`config.mk`:
```
export PLATFORM = sky130hd
export DESIGN_NAME = dx_seq
export DESIGN_NICKNAME = d
export VERILOG_FILES = /design/src/rtl/dxs_pkg.sv /design/src/rtl/dxs_timebase.sv /design/src/rtl/dxs_evdec.sv /design/src/rtl/dx_seq.sv
export SDC_FILE = /design/constraint.sdc
export NUM_CORES = 1
export LEC_CHECK = 0
export ABC_AREA = 1
export BUFFER_PORTS_ARGS = -buffer_cell sky130_fd_sc_hd__buf_2
export CORE_AREA = 4 4 131 108
export CTS_CLUSTER_SIZE = 28
export DETAILED_ROUTE_END_ITERATION = 16
export DIE_AREA = 0 0 135 112
export GPL_TIMING_DRIVEN = 0
export PLACE_DENSITY_LB_ADDON = 0.08
export SLEW_MARGIN = 20
export SYNTH_ARGS = -nofsm -noshare
export SYNTH_HDL_FRONTEND = slang
export SYNTH_SLANG_ARGS = --single-unit
```
`constraint.sdc`:
```
create_clock -name clk -period 4.3 [get_ports clk]
set_input_delay 0.645 -clock clk [delete_from_list [all_inputs] [get_ports clk]]
set_output_delay 0.645 -clock clk [all_outputs]
set_load 0.01 [all_outputs]
```
`src/rtl/dxs_pkg.sv`:
```
package dxs_pkg;

  // Quarters of a row slot: reads in the first half, resets in the second.
  typedef enum logic [1:0] {
    PH_RD_F1 = 2'd0,
    PH_RD_F2 = 2'd1,
    PH_RS_F1 = 2'd2,
    PH_RS_F2 = 2'd3
  } phase_e;

  // Short exposure is at least one slot.
  function automatic int unsigned eff_short(int unsigned s);
    return (s == 0) ? 1 : s;
  endfunction

  // Long exposure is never below the effective short one.
  function automatic int unsigned eff_long(int unsigned l, int unsigned s);
    int unsigned es;
    es = eff_short(s);
    return (l < es) ? es : l;
  endfunction

  // Slots in one acquisition cycle.
  function automatic int unsigned cyc_slots(int unsigned rows, int unsigned l,
                                            int unsigned s, logic dual);
    return dual ? rows + l + s : rows + l;
  endfunction

endpackage

```
`src/rtl/dxs_timebase.sv`:
```
module dxs_timebase
  import dxs_pkg::*;
#(
  parameter int NGROUPS = 22,
  parameter int T_W     = 12,
  localparam int GRP_W  = $clog2(NGROUPS)
) (
  input  logic             clk,
  input  logic             rst_n,
  input  logic             run,
  input  logic [T_W-1:0]   cyc_len,
  output logic             active,
  output logic             load,
  output logic [T_W-1:0]   slot,
  output phase_e           phase,
  output logic [GRP_W-1:0] pclk
);

  logic last_pc, slot_end, cyc_end;

  assign last_pc  = (pclk == GRP_W'(NGROUPS - 1));
  assign slot_end = last_pc && (phase == PH_RS_F2);
  assign cyc_end  = active && slot_end && (slot == cyc_len - T_W'(1));
  assign load     = run && (!active || cyc_end);

  always_ff @(posedge clk or negedge rst_n) begin
    if (!rst_n) begin
      active <= 1'b0;
      pclk   <= '0;
      phase  <= PH_RD_F1;
      slot   <= '0;
    end else if (load) begin
      active <= 1'b1;
      pclk   <= '0;
      phase  <= PH_RD_F1;
      slot   <= '0;
    end else if (cyc_end) begin
      active <= 1'b0;
      pclk   <= '0;
      phase  <= PH_RD_F1;
      slot   <= '0;
    end else if (active) begin
      if (last_pc) begin
        pclk  <= '0;
        phase <= phase_e'(phase + 2'd1);
        if (slot_end) slot <= slot + T_W'(1);
      end else begin
        pclk <= pclk + GRP_W'(1);
      end
    end
  end

endmodule

```
`src/rtl/dxs_evdec.sv`:
```
module dxs_evdec
  import dxs_pkg::*;
#(
  parameter int ROWS   = 288,
  parameter int T_W    = 12,
  localparam int ROW_W = $clog2(ROWS)
) (
  input  logic             active,
  input  logic             dual,
  input  logic [T_W-1:0]   lat_long,
  input  logic [T_W-1:0]   lat_short,
  input  logic [T_W-1:0]   slot,
  input  phase_e           phase,
  output logic             ev_due,
  output logic             ev_is_read,
  output logic             ev_frame,
  output logic [ROW_W-1:0] ev_row
);

  localparam logic [T_W-1:0] TROWS = T_W'(ROWS);

  logic [T_W-1:0] d1, d2;
  logic           f1_rd, f2_rd, f1_rs, f2_rs;

  assign d1    = slot - lat_long;
  assign d2    = slot - lat_long - lat_short;
  assign f1_rd = (slot >= lat_long) && (d1 < TROWS);
  assign f2_rd = dual && (slot >= lat_long + lat_short) && (d2 < TROWS);
  assign f1_rs = (slot < TROWS);
  assign f2_rs = dual && f1_rd;

  always_comb begin
    ev_due     = 1'b0;
    ev_is_read = 1'b0;
    ev_frame   = 1'b0;
    ev_row     = '0;
    unique case (phase)
      PH_RD_F1: begin ev_due = f1_rd; ev_is_read = 1'b1; ev_row = ROW_W'(d1); end
      PH_RD_F2: begin ev_due = f2_rd; ev_is_read = 1'b1; ev_frame = 1'b1; ev_row = ROW_W'(d2); end
      PH_RS_F1: begin ev_due = f1_rs; ev_row = ROW_W'(slot); end
      PH_RS_F2: begin ev_due = f2_rs; ev_frame = 1'b1; ev_row = ROW_W'(d1); end
      default:  ;
    endcase
    ev_due = ev_due && active;
  end

endmodule

```
`src/rtl/dx_seq.sv`:
```
module dx_seq
  import dxs_pkg::*;
#(
  parameter int ROWS    = 288,
  parameter int NGROUPS = 22,
  parameter int EXP_W   = 10,
  localparam int ROW_W  = $clog2(ROWS),
  localparam int GRP_W  = $clog2(NGROUPS),
  localparam int T_W    = ((ROW_W > EXP_W) ? ROW_W : EXP_W) + 2
) (
  input  logic             clk,
  input  logic             rst_n,
  input  logic             run,
  input  logic             dual_mode,
  input  logic [EXP_W-1:0] exp_long,
  input  logic [EXP_W-1:0] exp_short,
  output logic [ROW_W-1:0] row_addr,
  output logic             rst_stb,
  output logic             rd_stb,
  output logic             rd_frame,
  output logic             rd_sof,
  output logic             col_en,
  output logic [GRP_W-1:0] col_grp,
  output logic [EXP_W-1:0] fuse_rows
);

  logic             active_w, load_w;
  logic [T_W-1:0]   slot_w, cyc_len;
  phase_e           phase_w;
  logic [1:0]       ph_w;
  logic [GRP_W-1:0] pclk_w;
  logic             lat_dual;
  logic [T_W-1:0]   lat_long, lat_short;
  logic             ev_due, ev_is_read, ev_frame, first_clk;
  logic [ROW_W-1:0] ev_row;

  // Configuration captured only at a cycle start.
  always_ff @(posedge clk or negedge rst_n) begin
    if (!rst_n) begin
      lat_dual  <= 1'b0;
      lat_long  <= '0;
      lat_short <= '0;
    end else if (load_w) begin
      lat_dual  <= dual_mode;
      lat_short <= T_W'(eff_short(32'(exp_short)));
      lat_long  <= T_W'(eff_long(32'(exp_long), 32'(exp_short)));
    end
  end

  assign cyc_len = T_W'(cyc_slots(ROWS, 32'(lat_long), 32'(lat_short), lat_dual));

  dxs_timebase #(.NGROUPS(NGROUPS), .T_W(T_W)) u_tb (
    .clk(clk), .rst_n(rst_n), .run(run), .cyc_len(cyc_len),
    .active(active_w), .load(load_w), .slot(slot_w), .phase(phase_w), .pclk(pclk_w)
  );

  dxs_evdec #(.ROWS(ROWS), .T_W(T_W)) u_dec (
    .active(active_w), .dual(lat_dual), .lat_long(lat_long), .lat_short(lat_short),
    .slot(slot_w), .phase(phase_w), .ev_due(ev_due), .ev_is_read(ev_is_read),
    .ev_frame(ev_frame), .ev_row(ev_row)
  );

  assign ph_w      = phase_w;
  assign first_clk = (pclk_w == '0);
  assign rd_stb    = ev_due && ev_is_read && first_clk;
  assign rst_stb   = ev_due && !ev_is_read && first_clk;
  assign row_addr  = (rd_stb || rst_stb) ? ev_row : '0;
  assign rd_frame  = rd_stb && ev_frame;
  assign rd_sof    = rd_stb && (ev_row == '0);
  assign col_en    = ev_due && ev_is_read;
  assign col_grp   = col_en ? pclk_w : '0;
  assign fuse_rows = lat_dual ? EXP_W'(lat_short) : '0;

endmodule

```
Word level (Yosys, flattened, before mapping)
Index checks and enable logic that the tools add are counted.
- add/subtract/negate cells: 9
- eq/ne operators: 5
- order comparisons: 6
- muxes and demuxes: 25
- reduce and logical (&&, ||, !) cells: 32
- operator list (operator ; count):
    2-to-1 mux 12 bit ; 6
    < comparator 12 x 9 -> 1 bit (second input constant) ; 3
    2-to-1 mux 10 bit ; 3
    case mux 9 bit (3 select lines) ; 1
    2-to-1 mux 5 bit ; 5
    adder 12 bit ; 2
    greater-or-equal comparator 12 bit ; 2
    subtractor 12 bit ; 2
    logical AND 1 bit ; 15
    adder 12 x 1 -> 12 bit (second input constant) ; 1
    adder 9 x 12 -> 12 bit (first input constant) ; 1
    equality test 12 bit ; 1
    subtractor 12 x 1 -> 12 bit (second input constant) ; 1
    zero test 10 bit ; 1
    < comparator 10 bit ; 1
    zero test 9 bit ; 1
    2-to-1 mux 9 bit ; 1
    nonzero test 3 bit ; 3
    2-to-1 mux 2 bit ; 4
    OR reduction 2 bit ; 3
    adder 5 x 1 -> 5 bit (second input constant) ; 1
    equality test 5 bit (second input constant) ; 1
    zero test 5 bit ; 1
    equality test 2 bit (second input constant) ; 2
    10 further kinds ; 15
- logic and storage cells: 84
- output and inout bits: 29
- flip-flop bits (word level): 45

Longest topological paths before layout
- depth in word-level cells: 10
- depth in mapped cells: 29

Modules after synthesis
Synthesis repeated with hierarchy kept, for this count alone.
- cell total of the unflattened synthesis: 991
- area total of the unflattened synthesis: 6180.9 sq um
- modules (own cells, without submodules) (module ; instances ; area each (sq um) ; cells an instance):
    dxs_evdec ; 1 ; 2501.1 ; 418
    dx_seq ; 1 ; 2094.5 ; 332
    dxs_timebase ; 1 ; 1585.3 ; 241

Least setup slack after synthesis
OpenSTA, ideal clock, no wires.
- kind: reg2out
- start: register lat_long[0]
- end: output port row_addr[0]
- cell stages (with the launch flop): 26
- data arrival time: 3541 ps
- required time: 3655 ps
- slack: 114 ps
- buffers on the path: 0
- cells stage by stage: dfrtp_1 ha_1 fa_1 nand2_1 nand2_1 nand3_1 nand2_1 a21oi_1 nor2_1 o21ai_0 nand2_1 a21o_1 a21oi_1 ha_1 nand4_1 nor4_1 o21ai_0 inv_1 o21ai_0 nor2_1 nand3_1 nand2_1 nand2_1 nand2_1 nand3_1 nor2_1
- cells in the longest elaborated chain, start to end: 10
- elaborated cells on any way between the ends: 20
- classes of those cells: add/sub (3); order compare (4); mux (3); reduce/logical (10)
- RTL lines (element ; RTL line ; RTL):
    start, declared ; dx_seq.sv:33 ; logic [T_W-1:0] lat_long, lat_short;
    start signal, assigned ; dx_seq.sv:46 ; lat_long <= T_W'(eff_long(32'(exp_long), 32'(exp_short)));
    subtractor 12 bit / adder 12 bit (equally long branches) ; dxs_evdec.sv:25, dxs_evdec.sv:26, dxs_evdec.sv:28 ;
    subtractor 12 bit, or another cell as far along ; dxs_evdec.sv:26 ; assign d2 = slot - lat_long - lat_short;
    < comparator 12 x 9 -> 1 bit, or another cell as far along ; dxs_evdec.sv:28 ; assign f2_rd = dual && (slot >= lat_long + lat_short) && (d2 < TROWS);
    logical AND 1 bit, on equally long branches ; dxs_evdec.sv:28, dxs_evdec.sv:30 ;
    case mux 1 bit (4 select lines) ; dxs_evdec.sv:37 ; unique case (phase)
    logical AND 1 bit ; dxs_evdec.sv:44 ; ev_due = ev_due && active;
    logical AND 1 bit, on equally long branches (2 in a row) ; dx_seq.sv:65, dx_seq.sv:66 ;
    logical OR 1 bit ; dx_seq.sv:67 ; assign row_addr = (rd_stb || rst_stb) ? ev_row : '0;
    2-to-1 mux 9 bit (*) ; dx_seq.sv:67 ;
    end, declared ; dx_seq.sv:17 ; output logic [ROW_W-1:0] row_addr,
Mark *: on every way between the ends. The rest lies on a longest branch, timed or not.

Final worst setup path
- start: register lat_short[0]
- end: output port rd_sof
- cells in the longest elaborated chain, start to end: 9
- elaborated cells on any way between the ends: 13
- classes of those cells: add/sub (2); order compare (2); mux (2); reduce/logical (7)
- RTL lines (element ; RTL line ; RTL):
    start, declared ; dx_seq.sv:33 ;
    start signal, assigned ; dx_seq.sv:45 ; lat_short <= T_W'(eff_short(32'(exp_short)));
    adder 12 bit ; dxs_evdec.sv:28 ;
    greater-or-equal comparator 12 bit ; dxs_evdec.sv:28 ;
    logical AND 1 bit (2 in a row) ; dxs_evdec.sv:28 ;
    case mux 1 bit (4 select lines) ; dxs_evdec.sv:37 ;
    logical AND 1 bit ; dxs_evdec.sv:44 ;
    logical AND 1 bit (2 in a row) ; dx_seq.sv:65 ; assign rd_stb = ev_due && ev_is_read && first_clk;
    logical AND 1 bit (*) ; dx_seq.sv:69 ; assign rd_sof = rd_stb && (ev_row == '0);
    end, declared ; dx_seq.sv:21 ; output logic rd_sof,
Marks and branches as above.

==> impl_metrics.ini <==
[outcome]
status = finished, violations left
failed_checks = setup timing

[worst_setup_path]
critPathSlowestCell = dfrtp_2
critPathKind = flip-flop to primary output
path_max_fanout = 4
crit_path_start = lat_short[0]
r2r-start = lat_short[0]
slowest_delay_ns = 0.44
r2r_end = lat_dual
critPathMostFrequentCell = buf_4
required_ns = 3.65
r2r_cells = 24
worst-r2r-setup-slack_ns = 0.79
crit_arrival_ns = 4.17
critical_path.endpoint_type = primary output
start_kind = flip-flop

[sta]
rsz0062_at_grt = true
worst_hold_slack_ns = 0.503
fin_crit_sh_pct = 112
relSlewSlack_pct = 37.1
timing.final.ws_setup_ns = -0.517
finalSetupViolations = 19
clock.fmax_mhz = 208
hold_viol = 0
worst_slew_pin_slew_ns = 0.943
clock_skew_ns = 0.00639
drv_slew = 0
period_needed_ns = 4.82

[clocking]
clk_latency_ns = 0.29
clk_pin_slew_ns = 0.06
root_buffer = clkbuf_16
ctsHtreeMaxLevel = 2
cts_buffers = 5
clk_path_buf_depth = 2
cts_num_sinks = 41
tritoncts = done
ctsHoldBuffers = 0

[global_route]
grt_pass1_wl_um = 29000
antenna_found_initial = 0
gr-usage-all-layers_pct = 23.7
grt_max_degree = 42
grt_pass1_vias = 5722
grt_overflow = 0

[power]
power_density_nw_per_um2 = 129
p_leak_nw = 3.89
irDropWorstVdd_mv = 0.245

[routing]
avgViaCountPerCell = 5.10
drc_errors = 0
dr.pass1.iters = 5
drt-wirelength-per-cell_um = 15.1
first_iter_violations = 381
ant_nets = 0
wirelength_um = 17900
route.vias.total = 6054

[floorplan]
die_h_um = 112
rows = 37
die_w_um = 135
core_area_um2 = 12700
die_area_um2 = 15100
start_util_pct = 44.8
ioPinCount = 53

[synth]
yosysMostFrequentCell = nand2_1
synth_cell_type_count = 42
yosysWarnings = 0
synth_edf_count = 0
synth_top_flop_cell = dfrtp_1
ys_top_cells_by_count = 264 x nand2_1, 144 x inv_1, 79 x nor2_1, 77 x nand3_1, 66 x ha_1
synth_nets = 1014
ys_seq_area_share_pct = 18.0
syn_inst = 921
synth_top_cell_by_area = dfrtp_1
netlist_area_um2 = 5700
ys_seq_elements = 41
synth_area_leaders = dfrtp_1 18%, nand2_1 17%, ha_1 14%, inv_1 9.5%, nand3_1 6.8%
synthArstFlopShare_pct = 100
postSynthAreaPerCell_um2 = 6.19
yosysTopAreaCellShare_pct = 18.0

[place]
dp_slack_ns = -0.920
routabilityCongestion = 0.953
hpwl_um = 14100
port_buffers = 52
place_area_um2 = 6180

[layout]
drive_gt1_share_pct = 20.8
multiInputGateArea_um2 = 4380
seq_area_um2 = 1040
area_growth_pct = 22.3
antenna_cells = 0
design_area_um2 = 6980
fill_cells = 1313
fin_nets = 1103

[min_path]
hp-class = input pin to asynchronous set/reset pin

[job]
max_cap_violations = 0
## repair_timing
item / in CTS / in global routing
pin swaps: 20 / 39
gates resized for setup: 29 / 72
buffers inserted: 12 / 17
setup endpoints to repair: 19 / 19
cloned: 0 / 1
## where the power goes
| part | internal, W | total [W] | switching (W) |
|---|---|---|---|
| Sequential | 0.000386 | 0.000386 | 0 |
| Clock | 0.000290 | 0.000444 | 0.000153 |
| Combinational | 0.0000228 | 0.0000677 | 0.0000448 |
| Total | 0.000699 | 0.000897 | 0.000198 |
## sequential cells by signal, summed over array words and instances, names as in the netlist
name / count
u_tb.slot: 12
u_tb.phase: 2
u_tb.pclk: 5
lat_short: 10
u_tb.active: 1
lat_long: 10
lat_dual: 1
## layout by cell type (no fill, tap or decap), drive strengths merged, types with 16 or more instances in the layout
master	instances
dfrtp	41
ha	66
a21oi	50
xor2	28
inv	148
o21ai	48
nand2	272
nand3	83
clkbuf	16
nor2	86
buf	92
## metal layers
metal  track usage, %  vias up  wire length [um]
met5                0        -                 0
met4             6.58        0               357
met3             2.66       19              1180
met2             34.6      181              7290
met1             36.8     2695              9070
li1                 -     3159                 -
## how the worst max path moves through the flow
| stage | endpoint | cells after the start | slack (ns) |
|---|---|---|---|
| 6_report | rd_sof | 28 | -0.52 |
| 4_1_cts | rd_frame | 26 | -0.59 |
| 3_3_place_gp | row_addr[5] | 26 | -0.93 |
| 5_1_grt | col_grp[1] | 29 | -0.74 |
| 2_1_floorplan | row_addr[0] | 25 | 0.11 |
| 3_5_place_dp | row_addr[3] | 26 | -0.92 |
## cell type report
cell class	instances	area share, %
plain buffers	20	1.52
clock buffers	7	2.04
clock inverters	1	0.430
inverters	149	8.02
multi-input cells	712	62.8
flip-flops and latches	41	14.9
well taps	175	3.14
repair buffers	81	7.14
## through the flow
stage               cells  TNS, ns  total power [W]  utilization (%)
floorplan             921        0         0.000427                -
global placement     1148   -16.19         0.000460             48.6
detailed placement   1148   -15.84         0.000460             48.6
CTS                  1168   -10.54         0.000905             51.5
global route         1186   -13.27         0.000935             54.8
finish               1186    -9.08         0.000897             54.8
## critical path: cells and delay by family, from the launching register on
family	cells	cell delay [ns]
compound gates	3	0.32
xor+xnor	1	0.06
fa+ha+maj	3	0.83
buf+inv	7	0.68
flops	1	0.44
simple gates	14	1.54
## kinds of logic (layout without fill, tap and decap cells)
logic type | after synthesis | after routing | share of synthesized area [%]
flip-flops | 41 | 41 | 18.0
AND/OR/NAND/NOR | 475 | 476 | 36.1
AO/OA/AOI/OAI | 132 | 132 | 13.3
adder cells (fa/ha/maj) | 69 | 69 | 15.5
buffers and inverters | 169 | 258 | 11.7
XOR/XNOR | 35 | 35 | 5.37
No activity file was read; power rests on OpenSTA's default activity.
